## config.mk

```make
export PLATFORM = sky130hd
export DESIGN_NAME = clk_freq_calc
export DESIGN_NICKNAME = d
export VERILOG_FILES = /design/src/rtl/clkfreq_pkg.sv /design/src/rtl/clkfreq_divider.sv /design/src/rtl/clkfreq_seq.sv /design/src/rtl/clkfreq_select.sv /design/src/rtl/clk_freq_calc.sv
export SDC_FILE = /design/constraint.sdc
export NUM_CORES = 1
export LEC_CHECK = 0
export ABC_AREA = 1
export BUFFER_PORTS_ARGS = -buffer_cell sky130_fd_sc_hd__buf_2
export CAP_MARGIN = 30
export CORE_ASPECT_RATIO = 2
export CORE_MARGIN = 8
export CORE_UTILIZATION = 57
export DETAILED_ROUTE_END_ITERATION = 16
export MAX_ROUTING_LAYER = met4
export PLACE_DENSITY = 0.82
export SETUP_SLACK_MARGIN = 0.05
export SLEW_MARGIN = 10
export SYNTH_ARGS = -nofsm -noshare
export SYNTH_HDL_FRONTEND = slang
export SYNTH_HIERARCHICAL = 1
export SYNTH_SLANG_ARGS = --single-unit
```

## constraint.sdc

```tcl
create_clock -name clk -period 22.5 [get_ports clk]
set_input_delay 0 -clock clk [delete_from_list [all_inputs] [get_ports clk]]
set_output_delay 0 -clock clk [all_outputs]
set_load 0.02 [all_outputs]
```

## src/rtl/clkfreq_pkg.sv

```systemverilog
package clkfreq_pkg;

  typedef enum logic [1:0] {
    ST_IDLE   = 2'd0,
    ST_LAUNCH = 2'd1,
    ST_WAIT   = 2'd2
  } seq_state_e;

  typedef enum logic [2:0] {
    OP_PFD0 = 3'd0,
    OP_PFD2 = 3'd1,
    OP_AHB  = 3'd2,
    OP_IPG  = 3'd3,
    OP_PER  = 3'd4
  } op_e;

  localparam logic [2:0] CSEL_NONE  = 3'd0;
  localparam logic [2:0] CSEL_IPG   = 3'd1;
  localparam logic [2:0] CSEL_PERHI = 3'd2;
  localparam logic [2:0] CSEL_SLOW  = 3'd3;

  localparam logic [1:0] ROOT_PLL       = 2'd0;
  localparam logic [1:0] ROOT_PFD2      = 2'd1;
  localparam logic [1:0] ROOT_PFD0      = 2'd2;
  localparam logic [1:0] ROOT_PFD2_HALF = 2'd3;

endpackage

```

## src/rtl/clkfreq_divider.sv

```systemverilog
module clkfreq_divider #(
  parameter int unsigned W = 64
) (
  input  logic         clk,
  input  logic         rst_n,
  input  logic         start_i,
  input  logic [W-1:0] num_i,
  input  logic [W-1:0] den_i,
  output logic         busy_o,
  output logic         done_o,
  output logic [W-1:0] quot_o
);

  localparam int unsigned CW = $clog2(W + 1);

  logic [W-1:0]  rem_q, rem_d;
  logic [W-1:0]  acc_q, acc_d;
  logic [W-1:0]  den_q, den_d;
  logic [CW-1:0] cnt_q, cnt_d;
  logic          busy_q, busy_d;
  logic          done_q, done_d;
  logic          dz_q, dz_d;
  logic          load_en, step_en;
  logic [W:0]    trial;
  logic          ge;

  always_comb begin
    load_en = start_i && !busy_q;
    step_en = busy_q;
    trial   = {rem_q, acc_q[W-1]};
    ge      = (trial >= {1'b0, den_q});

    rem_d  = rem_q;
    acc_d  = acc_q;
    den_d  = den_q;
    cnt_d  = cnt_q;
    busy_d = busy_q;
    dz_d   = dz_q;
    done_d = 1'b0;

    if (load_en) begin
      rem_d  = '0;
      acc_d  = num_i;
      den_d  = den_i;
      cnt_d  = CW'(W);
      busy_d = 1'b1;
      dz_d   = (den_i == '0);
    end else if (step_en) begin
      rem_d = ge ? W'(trial - {1'b0, den_q}) : trial[W-1:0];
      acc_d = {acc_q[W-2:0], ge};
      cnt_d = cnt_q - CW'(1);
      if (cnt_q == CW'(1)) begin
        busy_d = 1'b0;
        done_d = 1'b1;
      end
    end
  end

  always_ff @(posedge clk or negedge rst_n) begin
    if (!rst_n) begin
      rem_q  <= '0;
      acc_q  <= '0;
      den_q  <= '0;
      cnt_q  <= '0;
      busy_q <= 1'b0;
      done_q <= 1'b0;
      dz_q   <= 1'b0;
    end else begin
      if (load_en || step_en) begin
        rem_q <= rem_d;
        acc_q <= acc_d;
        cnt_q <= cnt_d;
      end
      if (load_en) begin
        den_q <= den_d;
        dz_q  <= dz_d;
      end
      busy_q <= busy_d;
      done_q <= done_d;
    end
  end

  assign busy_o = busy_q;
  assign done_o = done_q;
  assign quot_o = dz_q ? '0 : acc_q;


  cnt_live_chk: assert property (@(posedge clk) disable iff (!rst_n)
    busy_q |-> (cnt_q != '0));

endmodule

```

## src/rtl/clkfreq_seq.sv

```systemverilog
module clkfreq_seq
  import clkfreq_pkg::*;
#(
  parameter int unsigned      W         = 64,
  parameter int unsigned      CFG_W     = 32,
  parameter longint unsigned  REF_HZ    = 64'd24000000,
  parameter int unsigned      MUL_HI    = 22,
  parameter int unsigned      MUL_LO    = 20,
  parameter int unsigned      PFD_MUL   = 18,
  parameter int unsigned      DSEL_BIT  = 0,
  parameter int unsigned      FR_W      = 6,
  parameter int unsigned      FR0_LSB   = 0,
  parameter int unsigned      FR2_LSB   = 16,
  parameter int unsigned      RSEL_LSB  = 18,
  parameter int unsigned      AHB_W     = 3,
  parameter int unsigned      AHB_LSB   = 10,
  parameter int unsigned      IPG_W     = 2,
  parameter int unsigned      IPG_LSB   = 8,
  parameter int unsigned      PER_W     = 6,
  parameter int unsigned      PER_LSB   = 0
) (
  input  logic             clk,
  input  logic             rst_n,
  input  logic             start_i,
  input  logic [CFG_W-1:0] pll_cfg_i,
  input  logic [CFG_W-1:0] frac_cfg_i,
  input  logic [CFG_W-1:0] bus_div_cfg_i,
  input  logic [CFG_W-1:0] root_cfg_i,
  input  logic [CFG_W-1:0] per_cfg_i,
  output logic             div_start_o,
  output logic [W-1:0]     div_num_o,
  output logic [W-1:0]     div_den_o,
  input  logic             div_done_i,
  input  logic [W-1:0]     div_quot_i,
  output logic             busy_o,
  output logic             valid_o,
  output logic [W-1:0]     pll_hz_o,
  output logic [W-1:0]     pfd0_hz_o,
  output logic [W-1:0]     pfd2_hz_o,
  output logic [W-1:0]     root_hz_o,
  output logic [W-1:0]     ahb_hz_o,
  output logic [W-1:0]     ipg_hz_o,
  output logic [W-1:0]     per_hz_o
);

  localparam logic [W-1:0] PLL_HI_HZ = W'(REF_HZ * MUL_HI);
  localparam logic [W-1:0] PLL_LO_HZ = W'(REF_HZ * MUL_LO);
  localparam logic [W-1:0] PFD_MUL_W = W'(PFD_MUL);

  seq_state_e       state_q, state_d;
  op_e              op_q, op_d;
  logic             valid_q, valid_d;
  logic [FR_W-1:0]  frac0_q, frac0_d, frac2_q, frac2_d;
  logic [1:0]       rsel_q, rsel_d;
  logic [AHB_W-1:0] ahb_pd_q, ahb_pd_d;
  logic [IPG_W-1:0] ipg_pd_q, ipg_pd_d;
  logic [PER_W-1:0] per_pd_q, per_pd_d;
  logic [W-1:0]     pll_q, pll_d, pfd0_q, pfd0_d, pfd2_q, pfd2_d;
  logic [W-1:0]     ahb_q, ahb_d, ipg_q, ipg_d, per_q, per_d;
  logic [W-1:0]     root_w;
  logic             accept_en, store_en;
  logic             unused_cfg_bits;

  assign unused_cfg_bits = ^{pll_cfg_i, frac_cfg_i, bus_div_cfg_i, root_cfg_i, per_cfg_i};

  always_comb begin
    case (rsel_q)
      ROOT_PLL:  root_w = pll_q;
      ROOT_PFD2: root_w = pfd2_q;
      ROOT_PFD0: root_w = pfd0_q;
      default:   root_w = pfd2_q >> 1;
    endcase
  end

  always_comb begin
    div_num_o = '0;
    div_den_o = '0;
    case (op_q)
      OP_PFD0: begin
        div_num_o = pll_q * PFD_MUL_W;
        div_den_o = W'(frac0_q);
      end
      OP_PFD2: begin
        div_num_o = pll_q * PFD_MUL_W;
        div_den_o = W'(frac2_q);
      end
      OP_AHB: begin
        div_num_o = root_w;
        div_den_o = W'(ahb_pd_q) + W'(1);
      end
      OP_IPG: begin
        div_num_o = ahb_q;
        div_den_o = W'(ipg_pd_q) + W'(1);
      end
      default: begin
        div_num_o = ipg_q;
        div_den_o = W'(per_pd_q) + W'(1);
      end
    endcase
  end

  always_comb begin
    accept_en = start_i && (state_q == ST_IDLE);
    store_en  = div_done_i && (state_q == ST_WAIT);

    state_d  = state_q;
    op_d     = op_q;
    valid_d  = valid_q;
    frac0_d  = frac0_q;
    frac2_d  = frac2_q;
    rsel_d   = rsel_q;
    ahb_pd_d = ahb_pd_q;
    ipg_pd_d = ipg_pd_q;
    per_pd_d = per_pd_q;
    pll_d    = pll_q;
    pfd0_d   = pfd0_q;
    pfd2_d   = pfd2_q;
    ahb_d    = ahb_q;
    ipg_d    = ipg_q;
    per_d    = per_q;

    case (state_q)
      ST_IDLE: begin
        if (accept_en) begin
          frac0_d  = frac_cfg_i[FR0_LSB +: FR_W];
          frac2_d  = frac_cfg_i[FR2_LSB +: FR_W];
          rsel_d   = root_cfg_i[RSEL_LSB +: 2];
          ahb_pd_d = bus_div_cfg_i[AHB_LSB +: AHB_W];
          ipg_pd_d = bus_div_cfg_i[IPG_LSB +: IPG_W];
          per_pd_d = per_cfg_i[PER_LSB +: PER_W];
          pll_d    = pll_cfg_i[DSEL_BIT] ? PLL_HI_HZ : PLL_LO_HZ;
          pfd0_d   = '0;
          pfd2_d   = '0;
          ahb_d    = '0;
          ipg_d    = '0;
          per_d    = '0;
          valid_d  = 1'b0;
          op_d     = OP_PFD0;
          state_d  = ST_LAUNCH;
        end
      end
      ST_LAUNCH: state_d = ST_WAIT;
      default: begin
        if (store_en) begin
          case (op_q)
            OP_PFD0: pfd0_d = div_quot_i;
            OP_PFD2: pfd2_d = div_quot_i;
            OP_AHB:  ahb_d  = div_quot_i;
            OP_IPG:  ipg_d  = div_quot_i;
            default: per_d  = div_quot_i;
          endcase
          if (op_q == OP_PER) begin
            valid_d = 1'b1;
            state_d = ST_IDLE;
          end else begin
            op_d    = op_e'(op_q + 3'd1);
            state_d = ST_LAUNCH;
          end
        end
      end
    endcase
  end

  always_ff @(posedge clk or negedge rst_n) begin
    if (!rst_n) begin
      state_q  <= ST_IDLE;
      op_q     <= OP_PFD0;
      valid_q  <= 1'b0;
      frac0_q  <= '0;
      frac2_q  <= '0;
      rsel_q   <= '0;
      ahb_pd_q <= '0;
      ipg_pd_q <= '0;
      per_pd_q <= '0;
      pll_q    <= '0;
      pfd0_q   <= '0;
      pfd2_q   <= '0;
      ahb_q    <= '0;
      ipg_q    <= '0;
      per_q    <= '0;
    end else begin
      state_q <= state_d;
      op_q    <= op_d;
      valid_q <= valid_d;
      if (accept_en) begin
        frac0_q  <= frac0_d;
        frac2_q  <= frac2_d;
        rsel_q   <= rsel_d;
        ahb_pd_q <= ahb_pd_d;
        ipg_pd_q <= ipg_pd_d;
        per_pd_q <= per_pd_d;
        pll_q    <= pll_d;
      end
      if (accept_en || store_en) begin
        pfd0_q <= pfd0_d;
        pfd2_q <= pfd2_d;
        ahb_q  <= ahb_d;
        ipg_q  <= ipg_d;
        per_q  <= per_d;
      end
    end
  end

  assign div_start_o = (state_q == ST_LAUNCH);
  assign busy_o      = (state_q != ST_IDLE);
  assign valid_o     = valid_q;
  assign pll_hz_o    = pll_q;
  assign pfd0_hz_o   = pfd0_q;
  assign pfd2_hz_o   = pfd2_q;
  assign root_hz_o   = root_w;
  assign ahb_hz_o    = ahb_q;
  assign ipg_hz_o    = ipg_q;
  assign per_hz_o    = per_q;

  logic [2*W-1:0] chk_prod, chk_num, chk_den;
  assign chk_prod = {{W{1'b0}}, div_quot_i} * {{W{1'b0}}, div_den_o};
  assign chk_num  = {{W{1'b0}}, div_num_o};
  assign chk_den  = {{W{1'b0}}, div_den_o};


  div_exact_chk: assert property (@(posedge clk) disable iff (!rst_n)
    (div_done_i && div_den_o != '0) |->
      (chk_prod <= chk_num) && ((chk_num - chk_prod) < chk_den));


  chain_order_chk: assert property (@(posedge clk) disable iff (!rst_n)
    valid_q |-> (per_q <= ipg_q) && (ipg_q <= ahb_q) && (ahb_q <= root_w));


  frac_zero_chk: assert property (@(posedge clk) disable iff (!rst_n)
    (valid_q && frac0_q == '0) |-> (pfd0_q == '0));


  valid_hold_chk: assert property (@(posedge clk) disable iff (!rst_n)
    (valid_q && !start_i) |=> valid_q);


  cfg_freeze_chk: assert property (@(posedge clk) disable iff (!rst_n)
    (state_q != ST_IDLE) |=> ($stable(frac0_q) && $stable(frac2_q) && $stable(rsel_q)
                              && $stable(ahb_pd_q) && $stable(pll_q)));

endmodule

```

## src/rtl/clkfreq_select.sv

```systemverilog
module clkfreq_select
  import clkfreq_pkg::*;
#(
  parameter int unsigned     W       = 64,
  parameter longint unsigned SLOW_HZ = 64'd32768
) (
  input  logic         valid_i,
  input  logic [2:0]   sel_i,
  input  logic [W-1:0] ipg_i,
  input  logic [W-1:0] per_i,
  output logic [W-1:0] sel_hz_o
);

  always_comb begin
    sel_hz_o = '0;
    if (valid_i) begin
      case (sel_i)
        CSEL_IPG:   sel_hz_o = ipg_i;
        CSEL_PERHI: sel_hz_o = per_i;
        CSEL_SLOW:  sel_hz_o = W'(SLOW_HZ);
        default:    sel_hz_o = '0;
      endcase
    end
  end

endmodule

```

## src/rtl/clk_freq_calc.sv

```systemverilog
module clk_freq_calc
  import clkfreq_pkg::*;
#(
  parameter int unsigned     W        = 64,
  parameter int unsigned     CFG_W    = 32,
  parameter longint unsigned REF_HZ   = 64'd24000000,
  parameter longint unsigned SLOW_HZ  = 64'd32768,
  parameter int unsigned     MUL_HI   = 22,
  parameter int unsigned     MUL_LO   = 20,
  parameter int unsigned     PFD_MUL  = 18,
  parameter int unsigned     DSEL_BIT = 0,
  parameter int unsigned     FR_W     = 6,
  parameter int unsigned     FR0_LSB  = 0,
  parameter int unsigned     FR2_LSB  = 16,
  parameter int unsigned     RSEL_LSB = 18,
  parameter int unsigned     AHB_W    = 3,
  parameter int unsigned     AHB_LSB  = 10,
  parameter int unsigned     IPG_W    = 2,
  parameter int unsigned     IPG_LSB  = 8,
  parameter int unsigned     PER_W    = 6,
  parameter int unsigned     PER_LSB  = 0
) (
  input  logic             clk,
  input  logic             rst_n,
  input  logic             start_i,
  input  logic [CFG_W-1:0] pll_cfg_i,
  input  logic [CFG_W-1:0] frac_cfg_i,
  input  logic [CFG_W-1:0] bus_div_cfg_i,
  input  logic [CFG_W-1:0] root_cfg_i,
  input  logic [CFG_W-1:0] per_cfg_i,
  input  logic [2:0]       clk_sel_i,
  output logic             busy_o,
  output logic             valid_o,
  output logic [W-1:0]     pll_hz_o,
  output logic [W-1:0]     pfd0_hz_o,
  output logic [W-1:0]     pfd2_hz_o,
  output logic [W-1:0]     root_hz_o,
  output logic [W-1:0]     ahb_hz_o,
  output logic [W-1:0]     ipg_hz_o,
  output logic [W-1:0]     per_hz_o,
  output logic [W-1:0]     sel_hz_o
);

  logic [1:0]   rst_sync_q;
  logic         rst_int_n;
  logic         div_start, div_done, div_busy;
  logic [W-1:0] div_num, div_den, div_quot;
  logic         unused_div_busy;

  always_ff @(posedge clk or negedge rst_n) begin
    if (!rst_n) rst_sync_q <= 2'b00;
    else        rst_sync_q <= {rst_sync_q[0], 1'b1};
  end
  assign rst_int_n       = rst_sync_q[1];
  assign unused_div_busy = div_busy;

  clkfreq_seq #(
    .W(W), .CFG_W(CFG_W), .REF_HZ(REF_HZ), .MUL_HI(MUL_HI), .MUL_LO(MUL_LO),
    .PFD_MUL(PFD_MUL), .DSEL_BIT(DSEL_BIT), .FR_W(FR_W), .FR0_LSB(FR0_LSB),
    .FR2_LSB(FR2_LSB), .RSEL_LSB(RSEL_LSB), .AHB_W(AHB_W), .AHB_LSB(AHB_LSB),
    .IPG_W(IPG_W), .IPG_LSB(IPG_LSB), .PER_W(PER_W), .PER_LSB(PER_LSB)
  ) u_seq (
    .clk          (clk),
    .rst_n        (rst_int_n),
    .start_i      (start_i),
    .pll_cfg_i    (pll_cfg_i),
    .frac_cfg_i   (frac_cfg_i),
    .bus_div_cfg_i(bus_div_cfg_i),
    .root_cfg_i   (root_cfg_i),
    .per_cfg_i    (per_cfg_i),
    .div_start_o  (div_start),
    .div_num_o    (div_num),
    .div_den_o    (div_den),
    .div_done_i   (div_done),
    .div_quot_i   (div_quot),
    .busy_o       (busy_o),
    .valid_o      (valid_o),
    .pll_hz_o     (pll_hz_o),
    .pfd0_hz_o    (pfd0_hz_o),
    .pfd2_hz_o    (pfd2_hz_o),
    .root_hz_o    (root_hz_o),
    .ahb_hz_o     (ahb_hz_o),
    .ipg_hz_o     (ipg_hz_o),
    .per_hz_o     (per_hz_o)
  );

  clkfreq_divider #(.W(W)) u_div (
    .clk    (clk),
    .rst_n  (rst_int_n),
    .start_i(div_start),
    .num_i  (div_num),
    .den_i  (div_den),
    .busy_o (div_busy),
    .done_o (div_done),
    .quot_o (div_quot)
  );

  clkfreq_select #(.W(W), .SLOW_HZ(SLOW_HZ)) u_sel (
    .valid_i (valid_o),
    .sel_i   (clk_sel_i),
    .ipg_i   (ipg_hz_o),
    .per_i   (per_hz_o),
    .sel_hz_o(sel_hz_o)
  );


  perhi_le_ipg_chk: assert property (@(posedge clk) disable iff (!rst_int_n)
    (valid_o && clk_sel_i == CSEL_PERHI) |-> (sel_hz_o <= ipg_hz_o));


  idle_after_reset_chk: assert property (@(posedge clk) disable iff (!rst_int_n)
    (!busy_o && !valid_o && !start_i) |=> !valid_o);

endmodule

```

======== After elaboration in Yosys (flattened, before gate mapping) ========
Cells that the tools add are included.
operators by class
  $add $sub $neg .......................... 6
  multiplexer cells ....................... 48
  $lt $le $gt $ge ......................... 1
  eq/ne operators ......................... 15
  multiply operators ...................... 1
  bitwise gates (word level) .............. 1
  reductions and logical operators ........ 31
operator list
  operator                 number
  $mux W64                 18
  $pmux W64 S2             5
  $pmux W64 S3             3
  $pmux W64 S4             1
  $ge A65 B64 Y1           1
  $logic_not A64 Y1        1
  $mul A64 B4 Y63 const B  1
  $sub A64 B64 Y64         1
  $mux W26                 1
  $reduce_and A5 Y1        5
  $reduce_bool A2 Y1       8
  $mux W7                  2
  $eq A3 B2 Y1 const B     4
  $mux W1                  10
  $mux W3                  3
  $reduce_and A4 Y1        2
  $add A6 B1 Y7 const B    1
  $eq A7 B1 Y1 const B     1
  $sub A7 B1 Y7 const B    1
  $eq A3 B1 Y1 const B     2
  $ne A2 B1 Y1 const B     3
  $pmux W3 S2              1
  $reduce_and A2 Y1        3
  $add A3 B1 Y4 const B    1
  17 further kinds         24
word-level totals
  register bits after elaboration ......... 619
  word-level logic and storage cells ...... 126

======== Longest topological paths before layout ========
  depth after elaboration ................. 5
  gate-level depth with buffers ........... 19

======== Modules after synthesis ========
Netlist, hierarchy kept.
modules (own cells, without submodules)
  module           times used  area an instance (sq um)  sequential area each (sq um)  cells an instance
  clkfreq_seq      1           18295.0                   8858.5                        2359
  clkfreq_divider  1           15573.7                   5054.8                        2500
  clkfreq_select   1           1310.0                    0.0                           235
  clk_freq_calc    1           53.8                      50.0                          3

======== Worst setup path before layout ========
Ideal clock, no wire load.
  kind .................................... flip-flop to flip-flop
  start point ............................. register u_seq.op_q[2]
  end point ............................... register u_div.acc_q[29]
  setup time .............................. 0.090 ns
  buffers on the path ..................... 5
  cell stages (with the launch flop) ...... 16
  arrival time ............................ 2.574 ns
  path slack .............................. 19.835 ns
  path through ............................ dfrtp_1 buf_2 inv_2 clkbuf_1 buf_1 ha_1 buf_2 inv_1 nor2_1 inv_1 clkbuf_1 o22ai_1 a21oi_1 nand2_1 nand2_1 o221ai_1
on the way
  longest elaborated chain between the ends .. 4
  elaborated cells on any way between the ends .. 7
  classes of those cells .................. eq/ne: 3; mux: 2; reduce/logical: 2
ends and longest elaborated chain
  item                                                     line                   source
  start, declared                                          clkfreq_seq.sv:51      op_e op_q, op_d;
  start signal, assigned                                   clkfreq_seq.sv:183     op_q <= op_d;
  $eq A3 B1 Y1 / $logic_not A3 Y1 (equally long branches)  clkfreq_seq.sv:78      case (op_q)
  $reduce_or A2 Y1 (no source line)                        -
  $pmux W64 S3 *                                           clkfreq_seq.sv:78
  via div_num[29]                                          clk_freq_calc.sv:47    logic [W-1:0] div_num, div_den, div_quot;
  $mux W64 *                                               clkfreq_divider.sv:41  if (load_en) begin
  end signal, assigned                                     clkfreq_divider.sv:62  acc_q <= '0;
  end signal, assigned                                     clkfreq_divider.sv:71  acc_q <= acc_d;
  end, declared                                            clkfreq_divider.sv:17  logic [W-1:0] acc_q, acc_d;
The timed path passes the listed nets; every way through them passes the cells marked *.
A chain may end at the register's enable or synchronous reset.

======== Worst setup path in the final report ========
  start point ............................. register u_seq.state_q[0]
  end point ............................... register u_seq.pfd0_q[27] (netlist: u_seq/pfd0_hz_o[27])
on the way
  longest elaborated chain between the ends .. 4
  elaborated cells on any way between the ends .. 12
  classes of those cells .................. eq/ne: 3; mux: 1; bitwise: 1; reduce/logical: 7
ends and longest elaborated chain
  item                                                         line                                                        source
  start, declared                                              clkfreq_seq.sv:50                                           seq_state_e state_q, state_d;
  start signal, assigned                                       clkfreq_seq.sv:182                                          state_q <= state_d;
  $logic_not A2 Y1 / $eq A2 B2 Y1 (equally long branches)      clkfreq_seq.sv:103, clkfreq_seq.sv:122, clkfreq_seq.sv:104
  $logic_and A1 B1 Y1, on equally long branches                clkfreq_seq.sv:103, clkfreq_seq.sv:104
  $ne A2 B1 Y1 (no source line), or another cell as far along  -
  $reduce_and A5 Y1 (no source line)                           -
  end signal, assigned                                         clkfreq_seq.sv:195                                          pfd0_q <= pfd0_d;
  end, declared                                                clkfreq_seq.sv:58                                           logic [W-1:0] pll_q, pll_d, pfd0_q, pfd0_d, pfd2_q, pfd2_d;
Several ways; a longest one is shown, not always the timed one.

==> results.py <==
metrics = {
    "critical_path": {
        "cp-start-kind": "register",
        "critical_path_required_ns": 23.03,
        "slowest_delay_ns": 0.76,
        "crit_type": "reg2reg",
        "end_kind": "register",
        "critPathSlowestCell": "buf_4",
        "cpMostUsedCell": "buf_4",
        "crit_chain": "nor2_4, buf_4, inv_2, nor2_4, inv_2, nand2_4, o21ai_4, buf_4, clkinv_2, buf_4, nand2_1, o21ai_1",
        "worstPathMaxFanout": 67,
        "crit-reg2reg-launch": "u_seq/state_q[0]$_DFFE_PN0P_",
        "cp-startpoint": "u_seq/state_q[0]$_DFFE_PN0P_",
        "crit_arrival_ns": 5.62,
    },
    "worst_hold_path": {
        "hp-start": "pll_cfg_i[0]",
        "hold_path_class": "in2reg",
    },
    "power": {
        "switching_share_pct": 25.1,
        "p_switching_w": 0.000541,
        "p_per_area_nw_per_um2": 53.9,
        "combPwrFrac_pct": 6.7,
        "power.leakage_nw": 20.9,
        "clock_power_share_pct": 46.4,
        "ir_worst_vdd_v": 0.0000644,
        "p_seq_share_pct": 46.9,
        "internal_power_w": 0.00162,
    },
    "global_route": {
        "antenna_found_initial": 2,
        "grt_pass1_vias": 35187,
        "use_met3_pct": 8.71,
        "grt_pass1_wl_um": 207000,
        "grt-busiest-layer": "met2",
        "grt_usage_pct": 38.8,
        "met2_usage_pct": 59.6,
        "use_met1_pct": 47.6,
        "overflow": 0,
        "grt_max_degree": 174,
    },
    "cts": {
        "cts_root_buf": "clkbuf_16",
        "ctsResizeCount": 0,
        "cts_setup_buffers": 0,
        "cts_tree": "built",
        "clk_pin_slew_ns": 0.07,
        "clock-sinks": 558,
        "cts_max_level": 2,
        "clock_latency_ns": 0.63,
        "clockBufferDepth": 3,
        "cts_hold_buf": 55,
        "cts_buffers": 51,
    },
    "detailed_routing": {
        "first_pass_iters": 6,
        "totalWireLength_um": 137000,
        "via_per_inst": 5.75,
        "wl_per_cell_um": 21.7,
        "vias": 36392,
        "drt.antenna.violating_nets": 0,
        "drtIter0Drc": 4503,
        "drcViolationCount": 0,
    },
    "layout": {
        "area_delta_synth_final_pct": 13.5,
        "final_layout_size_suffix_gt1_share_pct": 12.6,
        "layout.nets": 5753,
        "num-fill-cells": 5502,
        "finalNonFillerCells": 6332,
    },
    "floorplan": {
        "design.core.area_um2": 61500,
        "ios": 680,
        "die-width_um": 192,
        "die_area_um2": 70500,
        "start_util_pct": 57.3,
        "fp-row-count": 129,
        "die_h_um": 368,
    },
    "placement": {
        "pre_cts_slack_ns": 17.76,
        "io_buffers": 497,
        "gp_congestion": 0.999,
        "dp_hpwl_um": 96700,
        "dp.cells": 6173,
    },
    "timing": {
        "layout_setup_ws_ns": 17.42,
        "hold_viol": 0,
        "max_slew_margin_pct": 31.3,
        "rsz0062_at_grt": "false",
        "worstMarginPinSlew_ns": 1.03,
        "fin_crit_sh_pct": 22.6,
        "final-setup-viol-count": 0,
        "period_needed_ns": 5.08,
        "max_freq_mhz": 197,
        "setup_tns_ns": 0,
        "drv_slew": 0,
        "whs_ns": 0.168,
        "skew_ns": 0.0285,
    },
    "yosys": {
        "synth.avg_cell_area_um2": 6.91,
        "synth_most_common_cell": "nand2_1",
        "synthesis.area_um2": 35200,
        "synth_area_leaders": "dfrtp_1 40%, nand2_1 18%, inv_1 9.2%, nand3_1 3.3%, buf_4 3.2%",
        "synthTopCellsByCount": "1706 x nand2_1, 864 x inv_1, 558 x dfrtp_1",
        "synth_flop_cell": "dfrtp_1",
        "ys_types": 48,
        "synth-edff-count": 0,
        "synthCells": 5097,
        "synth_top_area_share_pct": 39.6,
        "seq_area_frac_synth_pct": 39.6,
        "synthArstFlopShare_pct": 100,
        "ys_ff_latch": 558,
        "synth_top_area_cell": "dfrtp_1",
        "ys.warnings.count": 6,
    },
    "outcome": {
        "status": "completed",
    },
    "job": {
        "drv_cap": 0,
    },
}
## kinds of logic after synthesis
family / Yosys count / share of synthesized area (%)
flip-flops: 558 / 39.6
AO/OA/AOI/OAI: 726 / 12.2
buffers and inverters: 1246 / 15.5
adder cells (fa/ha/maj): 89 / 3.18
other: 2 / 0.0213
XOR/XNOR: 35 / 0.870
AND/OR/NAND/NOR: 2441 / 28.6
## flip-flops by register name (all words and copies together) (netlist names), 6 cells and up
name / flops
u_seq/pfd2_hz_o: 64
u_seq/pfd0_hz_o: 64
u_seq/ahb_hz_o: 64
u_seq/per_hz_o: 64
u_seq/frac2_q: 6
u_div/acc_q: 64
u_seq/ipg_hz_o: 64
u_div/cnt_q: 7
u_seq/frac0_q: 6
u_seq/per_pd_q: 6
u_div/den_q: 64
u_div/rem_q: 64
## power groups by stage
stage	Sequential (W)	Clock [W]	Combinational [W]
finish	0.00101	0.00100	0.000144
global route	0.00101	0.00104	0.000152
CTS	0.00101	0.00101	0.000135
detailed placement	0.00103	0	0.000130
global placement	0.00103	0	0.000129
floorplan	0.00104	0	0.0000855
## metrics by stage
step	instance area, um2	power, W	utilization, %
3_3_place_gp	37400	0.00116	60.8
2_1_floorplan	35600	0.00113	-
3_5_place_dp	37400	0.00116	60.9
5_1_grt	40000	0.00221	65.0
4_1_cts	39900	0.00215	64.9
6_report	40000	0.00216	65.0
## worst max-delay path, delay by kind of cell (launching register included)
| family | cells | cell delay (ns) |
|---|---|---|
| buffers and inverters | 6 | 3.11 |
| AOI/OAI and AO/OA | 2 | 0.20 |
| DFF | 1 | 0.43 |
| and+or+nand+nor | 4 | 1.16 |
## final timing paths
| path | to | slack (ns) | cells past startpoint |
|---|---|---|---|
| max in group asynchronous | u_seq/ahb_hz_o[57]$_DFFE_PN0P_ | 19.57 | 5 |
| setup reg to reg | u_seq/pfd0_hz_o[27]$_DFFE_PN0P_ | 17.42 | 12 |
| setup / recovery | u_seq/pfd0_hz_o[27]$_DFFE_PN0P_ | 17.42 | 12 |
| hold reg to reg | rst_sync_q[1]$_DFF_PN0_ | 0.37 | 0 |
| hold / removal | u_seq/pll_hz_o[23]$_DFFE_PN0P_ | 0.17 | 3 |
| min in group asynchronous | rst_sync_q[1]$_DFF_PN0_ | 0.23 | 3 |
## layer usage
layer	vias up	part of all wire [%]	wire, um
met5	-	0	0
met4	0	5.8	7970
met3	438	12	15900
met2	2363	45	62300
met1	17005	37	51000
li1	16586	-	-
## layout by cell type, fill, tap and decap left out, drive strengths merged, types with 9 or more instances in the layout
master / count
conb: 106
ha: 88
nand3: 234
a221oi: 25
nand2: 1717
nor3: 9
a21oi: 160
inv: 880
o221ai: 122
clkinv: 23
nand4: 83
clkbuf: 66
a22oi: 9
bufinv: 11
o21ai: 367
buf: 547
nor2: 313
o22ai: 20
dfrtp: 558
nor4: 19
xnor2: 31
dlygate4sd3: 55
nand3b: 57
## cell type report
type                            count  area [um2]  area share [%]
Clock inverter                     29         508            1.27
Inverter                          888        3340            8.35
Timing Repair Buffer              602        3520            8.80
Antenna cell                        6        15.0          0.0375
Tap cell                          786         983            2.46
Sequential cell                   558       14000            34.9
Multi-Input combinational cell   3397       16200            40.6
Clock buffer                       66        1420            3.56
No activity file was read; power rests on OpenSTA's default activity.
